$ cat config.mk
export PLATFORM = sky130hd
export DESIGN_NAME = tiled_addr_swizzler
export DESIGN_NICKNAME = d
export VERILOG_FILES = /design/src/rtl/swz_pkg.sv /design/src/rtl/swz_mode_detect.sv /design/src/rtl/swz_tile_resolve.sv /design/src/rtl/swz_addr_xor.sv /design/src/rtl/tiled_addr_swizzler.sv
export SDC_FILE = /design/constraint.sdc
export NUM_CORES = 1
export LEC_CHECK = 0
export BUFFER_PORTS_ARGS = -buffer_cell sky130_fd_sc_hd__buf_2
export CORE_MARGIN = 4
export CORE_UTILIZATION = 32
export CTS_BUF_LIST = sky130_fd_sc_hd__clkbuf_8
export DETAILED_ROUTE_END_ITERATION = 10
export PLACE_DENSITY = 0.83
export SYNTH_ARGS = -nofsm -noshare
export SYNTH_HDL_FRONTEND = slang
export SYNTH_HIERARCHICAL = 1
export SYNTH_SLANG_ARGS = --single-unit
$ cat constraint.sdc
create_clock -name clk -period 3.35 [get_ports clk]
set_clock_uncertainty 0.1 [all_clocks]
set_input_delay 0.335 -clock clk [delete_from_list [all_inputs] [get_ports clk]]
set_output_delay 0.335 -clock clk [all_outputs]
set_load 0.005 [all_outputs]
$ cat src/rtl/swz_pkg.sv
package swz_pkg;

    typedef enum logic [2:0] {
        SWZ_NONE     = 3'd0,
        SWZ_9        = 3'd1,
        SWZ_9_10     = 3'd2,
        SWZ_9_11     = 3'd3,
        SWZ_9_10_11  = 3'd4,
        SWZ_9_17     = 3'd5,
        SWZ_9_10_17  = 3'd6,
        SWZ_UNKNOWN  = 3'd7
    } swz_mode_e;

    typedef enum logic [1:0] {
        PLAT_LEGACY = 2'd0,
        PLAT_MOBILE = 2'd1,
        PLAT_FLEX   = 2'd2,
        PLAT_FIXED  = 2'd3
    } plat_e;

    typedef enum logic [1:0] {
        TILE_LINEAR = 2'd0,
        TILE_X      = 2'd1,
        TILE_Y      = 2'd2,
        TILE_RSVD   = 2'd3
    } tile_e;

    typedef enum logic [1:0] {
        CH_SINGLE = 2'd0,
        CH_ASYM   = 2'd1,
        CH_INTLV  = 2'd2,
        CH_RSVD   = 2'd3
    } chan_e;

    // Field positions inside the memory-configuration word
    localparam int CFG_CHAN_LSB = 0;
    localparam int CFG_HI_SEL   = 9;   // 1: CPU folds bit 17, 0: bit 11
    localparam int CFG_XOR_OFF  = 10;  // 1: CPU channel XOR disabled

    // Address bits that may fold into bit 6
    localparam int TAP_DST = 6;
    localparam int TAP_A   = 9;
    localparam int TAP_B   = 10;
    localparam int TAP_C   = 11;
    localparam int TAP_D   = 17;

    typedef struct packed {
        swz_mode_e x;
        swz_mode_e y;
    } swz_pair_t;

    typedef struct packed {
        logic a;   // bit 9
        logic b;   // bit 10
        logic c;   // bit 11
        logic d;   // bit 17
    } swz_taps_t;

    localparam swz_pair_t PAIR_NONE = '{x: SWZ_NONE,    y: SWZ_NONE};
    localparam swz_pair_t PAIR_BASE = '{x: SWZ_9_10,    y: SWZ_9};
    localparam swz_pair_t PAIR_UNK  = '{x: SWZ_UNKNOWN, y: SWZ_UNKNOWN};

    // Mode seen by software: the bit-17 term is handled elsewhere
    function automatic swz_mode_e swz_user_view(swz_mode_e m);
        case (m)
            SWZ_9_17:    return SWZ_9;
            SWZ_9_10_17: return SWZ_9_10;
            default:     return m;
        endcase
    endfunction

    // XOR contribution folded into bit 6 for a given mode
    function automatic logic swz_fold(swz_mode_e m, swz_taps_t t);
        case (m)
            SWZ_9:       return t.a;
            SWZ_9_10:    return t.a ^ t.b;
            SWZ_9_11:    return t.a ^ t.c;
            SWZ_9_10_11: return t.a ^ t.b ^ t.c;
            SWZ_9_17:    return t.a ^ t.d;
            SWZ_9_10_17: return t.a ^ t.b ^ t.d;
            default:     return 1'b0;
        endcase
    endfunction

endpackage

$ cat src/rtl/swz_mode_detect.sv
module swz_mode_detect
    import swz_pkg::*;
#(
    parameter int CW = 32,
    parameter int RW = 16
) (
    input  logic          clk,
    input  logic          rst,
    input  logic          cfg_valid,
    input  logic [CW-1:0] cfg_word,
    input  logic [RW-1:0] rank_bound0,
    input  logic [RW-1:0] rank_bound1,
    input  plat_e         platform,
    output swz_pair_t     modes_q,
    output logic          configured_q
);

    localparam logic [CW-1:0] ALL_ONES = {CW{1'b1}};

    chan_e     chan;
    logic      xor_off;
    logic      hi_sel;
    swz_pair_t mobile_pair;
    swz_pair_t next_pair;

    assign chan    = chan_e'(cfg_word[CFG_CHAN_LSB +: 2]);
    assign xor_off = cfg_word[CFG_XOR_OFF];
    assign hi_sel  = cfg_word[CFG_HI_SEL];

    always_comb begin
        mobile_pair = PAIR_UNK;
        if (cfg_word == ALL_ONES) begin
            mobile_pair = PAIR_UNK;
        end else begin
            case (chan)
                CH_SINGLE, CH_ASYM: mobile_pair = PAIR_NONE;
                CH_INTLV: begin
                    if (xor_off)
                        mobile_pair = PAIR_BASE;
                    else if (!hi_sel)
                        mobile_pair = '{x: SWZ_9_10_11, y: SWZ_9_11};
                    else
                        mobile_pair = '{x: SWZ_9_10_17, y: SWZ_9_17};
                end
                default:            mobile_pair = PAIR_UNK;
            endcase
        end
    end

    always_comb begin
        case (platform)
            PLAT_LEGACY: next_pair = PAIR_NONE;
            PLAT_MOBILE: next_pair = mobile_pair;
            PLAT_FLEX:   next_pair = (rank_bound0 == rank_bound1) ? PAIR_BASE : PAIR_NONE;
            default:     next_pair = PAIR_BASE;
        endcase
    end

    always_ff @(posedge clk) begin
        if (rst) begin
            modes_q      <= PAIR_UNK;
            configured_q <= 1'b0;
        end else if (cfg_valid) begin
            modes_q      <= next_pair;
            configured_q <= 1'b1;
        end
    end

endmodule

$ cat src/rtl/swz_tile_resolve.sv
module swz_tile_resolve
    import swz_pkg::*;
#(
    parameter int SW = 16
) (
    input  tile_e         tiling,
    input  swz_pair_t     modes,
    input  logic [SW-1:0] stride_in,
    output tile_e         eff_tiling,
    output logic [SW-1:0] eff_stride,
    output swz_mode_e     phys_mode,
    output swz_mode_e     user_mode
);

    swz_mode_e raw;

    always_comb begin
        raw = SWZ_NONE;
        case (tiling)
            TILE_X:  raw = modes.x;
            TILE_Y:  raw = modes.y;
            default: raw = SWZ_NONE;
        endcase
    end

    always_comb begin
        if (tiling == TILE_X || tiling == TILE_Y) begin
            if (raw == SWZ_UNKNOWN) begin
                eff_tiling = TILE_LINEAR;
                eff_stride = '0;
                phys_mode  = SWZ_NONE;
            end else begin
                eff_tiling = tiling;
                eff_stride = stride_in;
                phys_mode  = raw;
            end
        end else begin
            eff_tiling = TILE_LINEAR;
            eff_stride = '0;
            phys_mode  = SWZ_NONE;
        end
        user_mode = swz_user_view(phys_mode);
    end

endmodule

$ cat src/rtl/swz_addr_xor.sv
module swz_addr_xor
    import swz_pkg::*;
#(
    parameter int AW = 32
) (
    input  logic [AW-1:0] addr_in,
    input  swz_mode_e     mode,
    output logic [AW-1:0] addr_out
);

    localparam int TOP_TAP = TAP_D;

    swz_taps_t taps;
    logic      fold;

    generate
        if (AW > TOP_TAP) begin : g_full
            assign taps = '{a: addr_in[TAP_A], b: addr_in[TAP_B],
                            c: addr_in[TAP_C], d: addr_in[TAP_D]};
        end else begin : g_narrow
            assign taps = '{a: addr_in[TAP_A], b: addr_in[TAP_B],
                            c: addr_in[TAP_C], d: 1'b0};
        end
    endgenerate

    assign fold = swz_fold(mode, taps);

    always_comb begin
        addr_out          = addr_in;
        addr_out[TAP_DST] = addr_in[TAP_DST] ^ fold;
    end

endmodule

$ cat src/rtl/tiled_addr_swizzler.sv
module tiled_addr_swizzler
    import swz_pkg::*;
#(
    parameter int AW = 32,
    parameter int CW = 32,
    parameter int RW = 16,
    parameter int SW = 16
) (
    input  logic          clk,
    input  logic          rst,
    output logic          cfg_req,
    input  logic          cfg_valid,
    input  logic [CW-1:0] cfg_word,
    input  logic [RW-1:0] rank_bound0,
    input  logic [RW-1:0] rank_bound1,
    input  logic [1:0]    platform,
    input  logic [1:0]    tiling,
    input  logic [SW-1:0] stride_in,
    input  logic [AW-1:0] addr_in,
    output logic [2:0]    mode_x,
    output logic [2:0]    mode_y,
    output logic [1:0]    eff_tiling,
    output logic [SW-1:0] eff_stride,
    output logic [2:0]    applied_mode,
    output logic [2:0]    user_mode,
    output logic [AW-1:0] addr_out
);

    swz_pair_t modes_q;
    logic      configured_q;
    tile_e     eff_tile_e;
    swz_mode_e phys_e;
    swz_mode_e user_e;

    swz_mode_detect #(.CW(CW), .RW(RW)) u_detect (
        .clk          (clk),
        .rst          (rst),
        .cfg_valid    (cfg_valid),
        .cfg_word     (cfg_word),
        .rank_bound0  (rank_bound0),
        .rank_bound1  (rank_bound1),
        .platform     (plat_e'(platform)),
        .modes_q      (modes_q),
        .configured_q (configured_q)
    );

    swz_tile_resolve #(.SW(SW)) u_resolve (
        .tiling     (tile_e'(tiling)),
        .modes      (modes_q),
        .stride_in  (stride_in),
        .eff_tiling (eff_tile_e),
        .eff_stride (eff_stride),
        .phys_mode  (phys_e),
        .user_mode  (user_e)
    );

    swz_addr_xor #(.AW(AW)) u_xor (
        .addr_in  (addr_in),
        .mode     (phys_e),
        .addr_out (addr_out)
    );

    assign cfg_req      = !configured_q;
    assign mode_x       = modes_q.x;
    assign mode_y       = modes_q.y;
    assign eff_tiling   = eff_tile_e;
    assign applied_mode = phys_e;
    assign user_mode    = user_e;

endmodule

# == Yosys cells after proc, flatten, opt, wreduce, memory -nomap -nowiden ==
# Index checks and enable logic that the tools add are counted.
# classes
bitwise_logic,6
n_eq_ne,15
muxes,15
reduce_logical,5
# op_table
op,count
"32-bit == test, second input constant",1
16-bit 2-to-1 mux,2
6-bit case mux with 3 select lines,1
16-bit == test,1
"3-bit == test, second input constant",4
6-bit 2-to-1 mux,2
3-bit case mux with 2 select lines,2
6-bit case mux with 2 select lines,1
5-bit 2-to-1 mux,2
"2-bit by 1-bit == test with 1-bit output, second input constant",3
"2-bit == test, second input constant",3
"3-bit by 2-bit == test with 1-bit output, second input constant",2
3-bit 2-to-1 mux,2
1-bit case mux with 6 select lines,1
1-bit XOR,6
2-bit zero test,2
2-bit 2-to-1 mux,2
"3-bit by 1-bit == test with 1-bit output, second input constant",1
2-bit OR reduction,1
1-bit zero test,1
1-bit logical OR,1
# word_totals
in_bits,119
out_inout_bits,63
word_cells,44
ff_bits,7

# == Depth between registers and ports, before layout ==
# logic_depth
word_depth,8
depth_mapped,11
depth_no_buf,9

# == By module ==
# The synthesis kept the hierarchy.
# modules_own_cells
module,seq_area_each_um2,instances,area_each_um2,cells_each
swz_mode_detect,140.1,1,500.5,58
swz_addr_xor,0.0,1,416.6,52
swz_tile_resolve,0.0,1,400.4,60
tiled_addr_swizzler,0.0,1,3.8,1

# == Worst setup path after synthesis ==
# OpenSTA, ideal clock, no wires.
# synth_path
path_type,input to output
from,in tiling[1]
to,out addr_out[6]
arrival_ns,2.421
t_required_ns,2.915
path_stages,11
path_slack_ns,0.494
cell_sequence,inv_1 ha_1 a22oi_2 nor2_4 buf_6 a211oi_2 buf_6 mux2_4 mux2_2 nor4b_4 nor4b_2
# synth_between
elab_chain_len,8
word_cells_on_any_way,15
cone_classes,eq/ne: 9; mux: 4; bitwise: 1; reduce/logical: 1
# synth_rtl
item,line,source
start: declaration,tiled_addr_swizzler.sv:17,"input logic [1:0] tiling,"
2-bit == test / 2-bit by 1-bit == test with 1-bit output (equally long branches),"swz_tile_resolve.sv:19, swz_tile_resolve.sv:27",
3-bit case mux with 2 select lines,swz_tile_resolve.sv:19,case (tiling)
3-bit == test,swz_tile_resolve.sv:28,if (raw == SWZ_UNKNOWN) begin
3-bit 2-to-1 mux,swz_tile_resolve.sv:28,
3-bit 2-to-1 mux *,swz_tile_resolve.sv:27,if (tiling == TILE_X || tiling == TILE_Y) begin
named net applied_mode[1],tiled_addr_swizzler.sv:24,"output logic [2:0] applied_mode,"
3-bit == test (tied with other cells),swz_pkg.sv:74,case (m)
1-bit case mux with 6 select lines *,swz_pkg.sv:74,
1-bit XOR *,swz_addr_xor.sv:30,addr_out[TAP_DST] = addr_in[TAP_DST] ^ fold;
end: declaration,tiled_addr_swizzler.sv:26,output logic [AW-1:0] addr_out
# Mark *: on every way through the listed nets, which the timed path passes. The rest lies on a longest branch.

# == Worst setup path in the final report ==
# layout_path
from,in tiling[1]
to,out addr_out[6]
# layout_between
elab_chain_len,8
word_cells_on_any_way,15
cone_classes,eq/ne: 9; mux: 4; bitwise: 1; reduce/logical: 1
# layout_rtl
item,line
2-bit == test / 2-bit by 1-bit == test with 1-bit output (equally long branches),"swz_tile_resolve.sv:19, swz_tile_resolve.sv:27"
3-bit case mux with 2 select lines,swz_tile_resolve.sv:19
3-bit == test,swz_tile_resolve.sv:28
3-bit 2-to-1 mux,swz_tile_resolve.sv:28
3-bit 2-to-1 mux *,swz_tile_resolve.sv:27
3-bit == test (tied with other cells),swz_pkg.sv:74
1-bit case mux with 6 select lines *,swz_pkg.sv:74
1-bit XOR *,swz_addr_xor.sv:30
# Every way passes the cells marked *; elsewhere a longest branch is shown, timed or not.

==> flow_summary.toml <==
[clock_network]
post_cts_resized = 0
cts.clk_slew.worst_paths_ns = 0.04
cts_made_buffers = 3
clock_sinks = 7
insertion_delay_ns = 0.23
clk_path_buf_depth = 2
ctsHoldBuffers = 0
root_buffer = "clkbuf_8"
post_cts_buffers = 0
cts_tree = "built"
htree_levels = 1

[timing]
rsz0062_at_grt = "false"
timing.fmax_mhz = 325
max_slew_margin = 0.676
layout_worst_path_cycle_share = 0.918
finalCriticalPeriod_ns = 3.08
setup_viol = 0
worst_pin_slew_ns = 0.486
tns_ns = 0
finalMaxSlewViolations = 0
hold_viol_final = 0

[drt]
via_per_inst = 4.95
drt_iter0_drc = 15
drt_first_pass_iters = 5
drcViolationCount = 0
route.antenna.remaining_nets = 0
wl_per_cell_um = 12.8
num_vias = 1436
routed_wl_mm = 3.70

[synthesis]
seq_area_frac_synth = 0.106
ys_types = 41
synth_nets = 292
postSynth.asyncResetShare = 0
syn-mean-instance-area_um2 = 7.73
yosysTopAreaCell = "buf_4"
syn_area_um2 = 1320
yosys.area.top_type_share = 0.188
synth_cells = 171
synth-edff-count = 0
ys_ff_latch = 7
ys.flop_type = "dfxtp_1"
synth_area_leaders = "buf_4, dfxtp_1, xor2_1"
yosysWarnings = 6

[global_routing]
grt_first_pass_wirelength_mm = 5.69
grt_overflow = 0
track_usage = 0.135
grt_max_degree = 22
antenna_found_initial = 0
grt_pass1_vias = 1370

[placed_design]
gp_congestion = 0.833
io_buffer_count = 99
hpwl_mm = 3.12
postPlaceCellArea_um2 = 1630

[layout]
design_area_um2 = 1670
areaGrowthSynthToFinish_pct = 26.4
fin_nets = 362
antennaDiodeCount = 0
layout-drive-gt1-share = 0.529

[power]
p_leak_nw = 0.863
pwr-share-comb = 0.497
clockPowerShare = 0.275
intPower_w = 0.000277
power_switching_share = 0.351
ir_drop_uv = 200
power_density_nw_per_um2 = 256
p_sw_w = 0.000150
seqPwrFrac = 0.228

[outcome]
status = "finished, final reports clean"

[hold_path]
min_path_type = "in2reg"

[floorplanning]
die_w_um = 72.3
die_y_um = 72.3
start_util = 0.330
core_um2 = 4000
design.die.area_um2 = 5220
row_count = 23
io_pins = 182

[setup_path]
critPathRequiredTime_ns = 2.91
crit_path_start_kind = "primary input"
end_kind = "output port"
crit_fanout = 6
critPathKind = "in2out"
crit_arrival_ns = 2.64

[flow_run]
drv_cap = 0
layout make-up:
cell class / count / area (um2)
timing repair buffer: 105 / 541
clock inverter: 1 / 3.75
multi-input combinational: 116 / 852
clock buffer: 3 / 41.3
sequential: 7 / 140
inverter: 8 / 30.0
fill: 425 / 2330
tap: 50 / 62.6
metrics by stage:
step | total power, W | cells | hold WS, ns | utilization | setup slack (ns)
2_1_floorplan | 0.000250 | 171 | 0.307 | - | 0.494
3_3_place_gp | 0.000308 | 286 | 0.355 | 0.406 | 0.288
3_5_place_dp | 0.000313 | 286 | 0.383 | 0.406 | 0.263
4_1_cts | 0.000435 | 290 | 0.244 | 0.418 | 0.245
5_1_grt | 0.000462 | 290 | 0.256 | 0.418 | 0.109
6_report | 0.000427 | 290 | 0.247 | 0.418 | 0.275
worst max-delay path: stages:
cell and delay [ns]:
buf_2 0.09, inv_1 0.05, ha_1 0.27, a22oi_2 0.30
nor2_4 0.05, a211oi_2 0.43, buf_4 0.22, a21oi_1 0.10
nor3_4 0.28, nor4b_1 0.10, nor4b_2 0.27, buf_2 0.15
synthesized netlist by cell type, types with 2 or more instances:
master / n
xor2_1: 14
inv_1: 8
clkbuf_1: 2
ha_1: 2
nand3_1: 3
nand2_1: 8
a211oi_2: 3
nor4_2: 3
buf_2: 2
nor2_1: 8
nor3_1: 4
o21ai_0: 2
a21oi_1: 20
o21ai_1: 2
a22oi_1: 2
buf_6: 3
nand2b_1: 17
o221ai_1: 2
xnor2_1: 3
dfxtp_1: 7
o221a_2: 2
a31oi_1: 2
nand4_1: 2
buf_4: 33
cells in the final DEF (no fill, tap or decap), drive strengths merged, types with 4 or more instances in the layout:
master	instances
a21oi	22
buf	105
dfxtp	7
inv	9
nand2	8
nand2b	17
nor2	9
nor3	5
o21ai	4
xor2	14
flip-flops by register name (all words and copies together) (netlist names):
name and cells:
u_detect/modes_q 6, u_detect/configured_q 1
final timing paths:
check	start	to	slack, ns	cells after the start
worst max register to register	u_detect/modes_q[4]$_SDFFE_PP1P_	u_detect/modes_q[4]$_SDFFE_PP1P_	2.36	3
worst max-delay path	tiling[1]	addr_out[6]	0.27	12
worst min register to register	u_detect/configured_q$_SDFFE_PP0P_	u_detect/configured_q$_SDFFE_PP0P_	0.40	2
worst min-delay path	rst	u_detect/configured_q$_SDFFE_PP0P_	0.25	2
cell families after synthesis:
logic type               Yosys count  synth area share
AO/OA/AOI/OAI                     41             0.222
multiplexers                       2            0.0199
flip-flops                         7             0.106
XOR/XNOR                          17             0.113
adder cells (fa/ha/maj)            2            0.0189
buffers and inverters             48             0.249
AND/OR/NAND/NOR                   54             0.272
routing by layer:
metal | up-vias | track usage | wire [um]
met4 | 0 | 0.0605 | 85
met1 | 635 | 0.121 | 1190
li1 | 693 | - | -
met5 | - | 0 | 0
met2 | 94 | 0.267 | 1920
met3 | 14 | 0.0457 | 509
power groups by stage:
stage	Clock [W]	Sequential (W)	Combinational [W]
after floorplan	0	0.0000977	0.000152
after global placement	0	0.0000985	0.000210
after detailed placement	0	0.0000987	0.000215
after CTS	0.000122	0.0000975	0.000215
after global routing	0.000127	0.0000984	0.000236
final	0.000118	0.0000972	0.000212
Power figures use the tool's default switching activity.
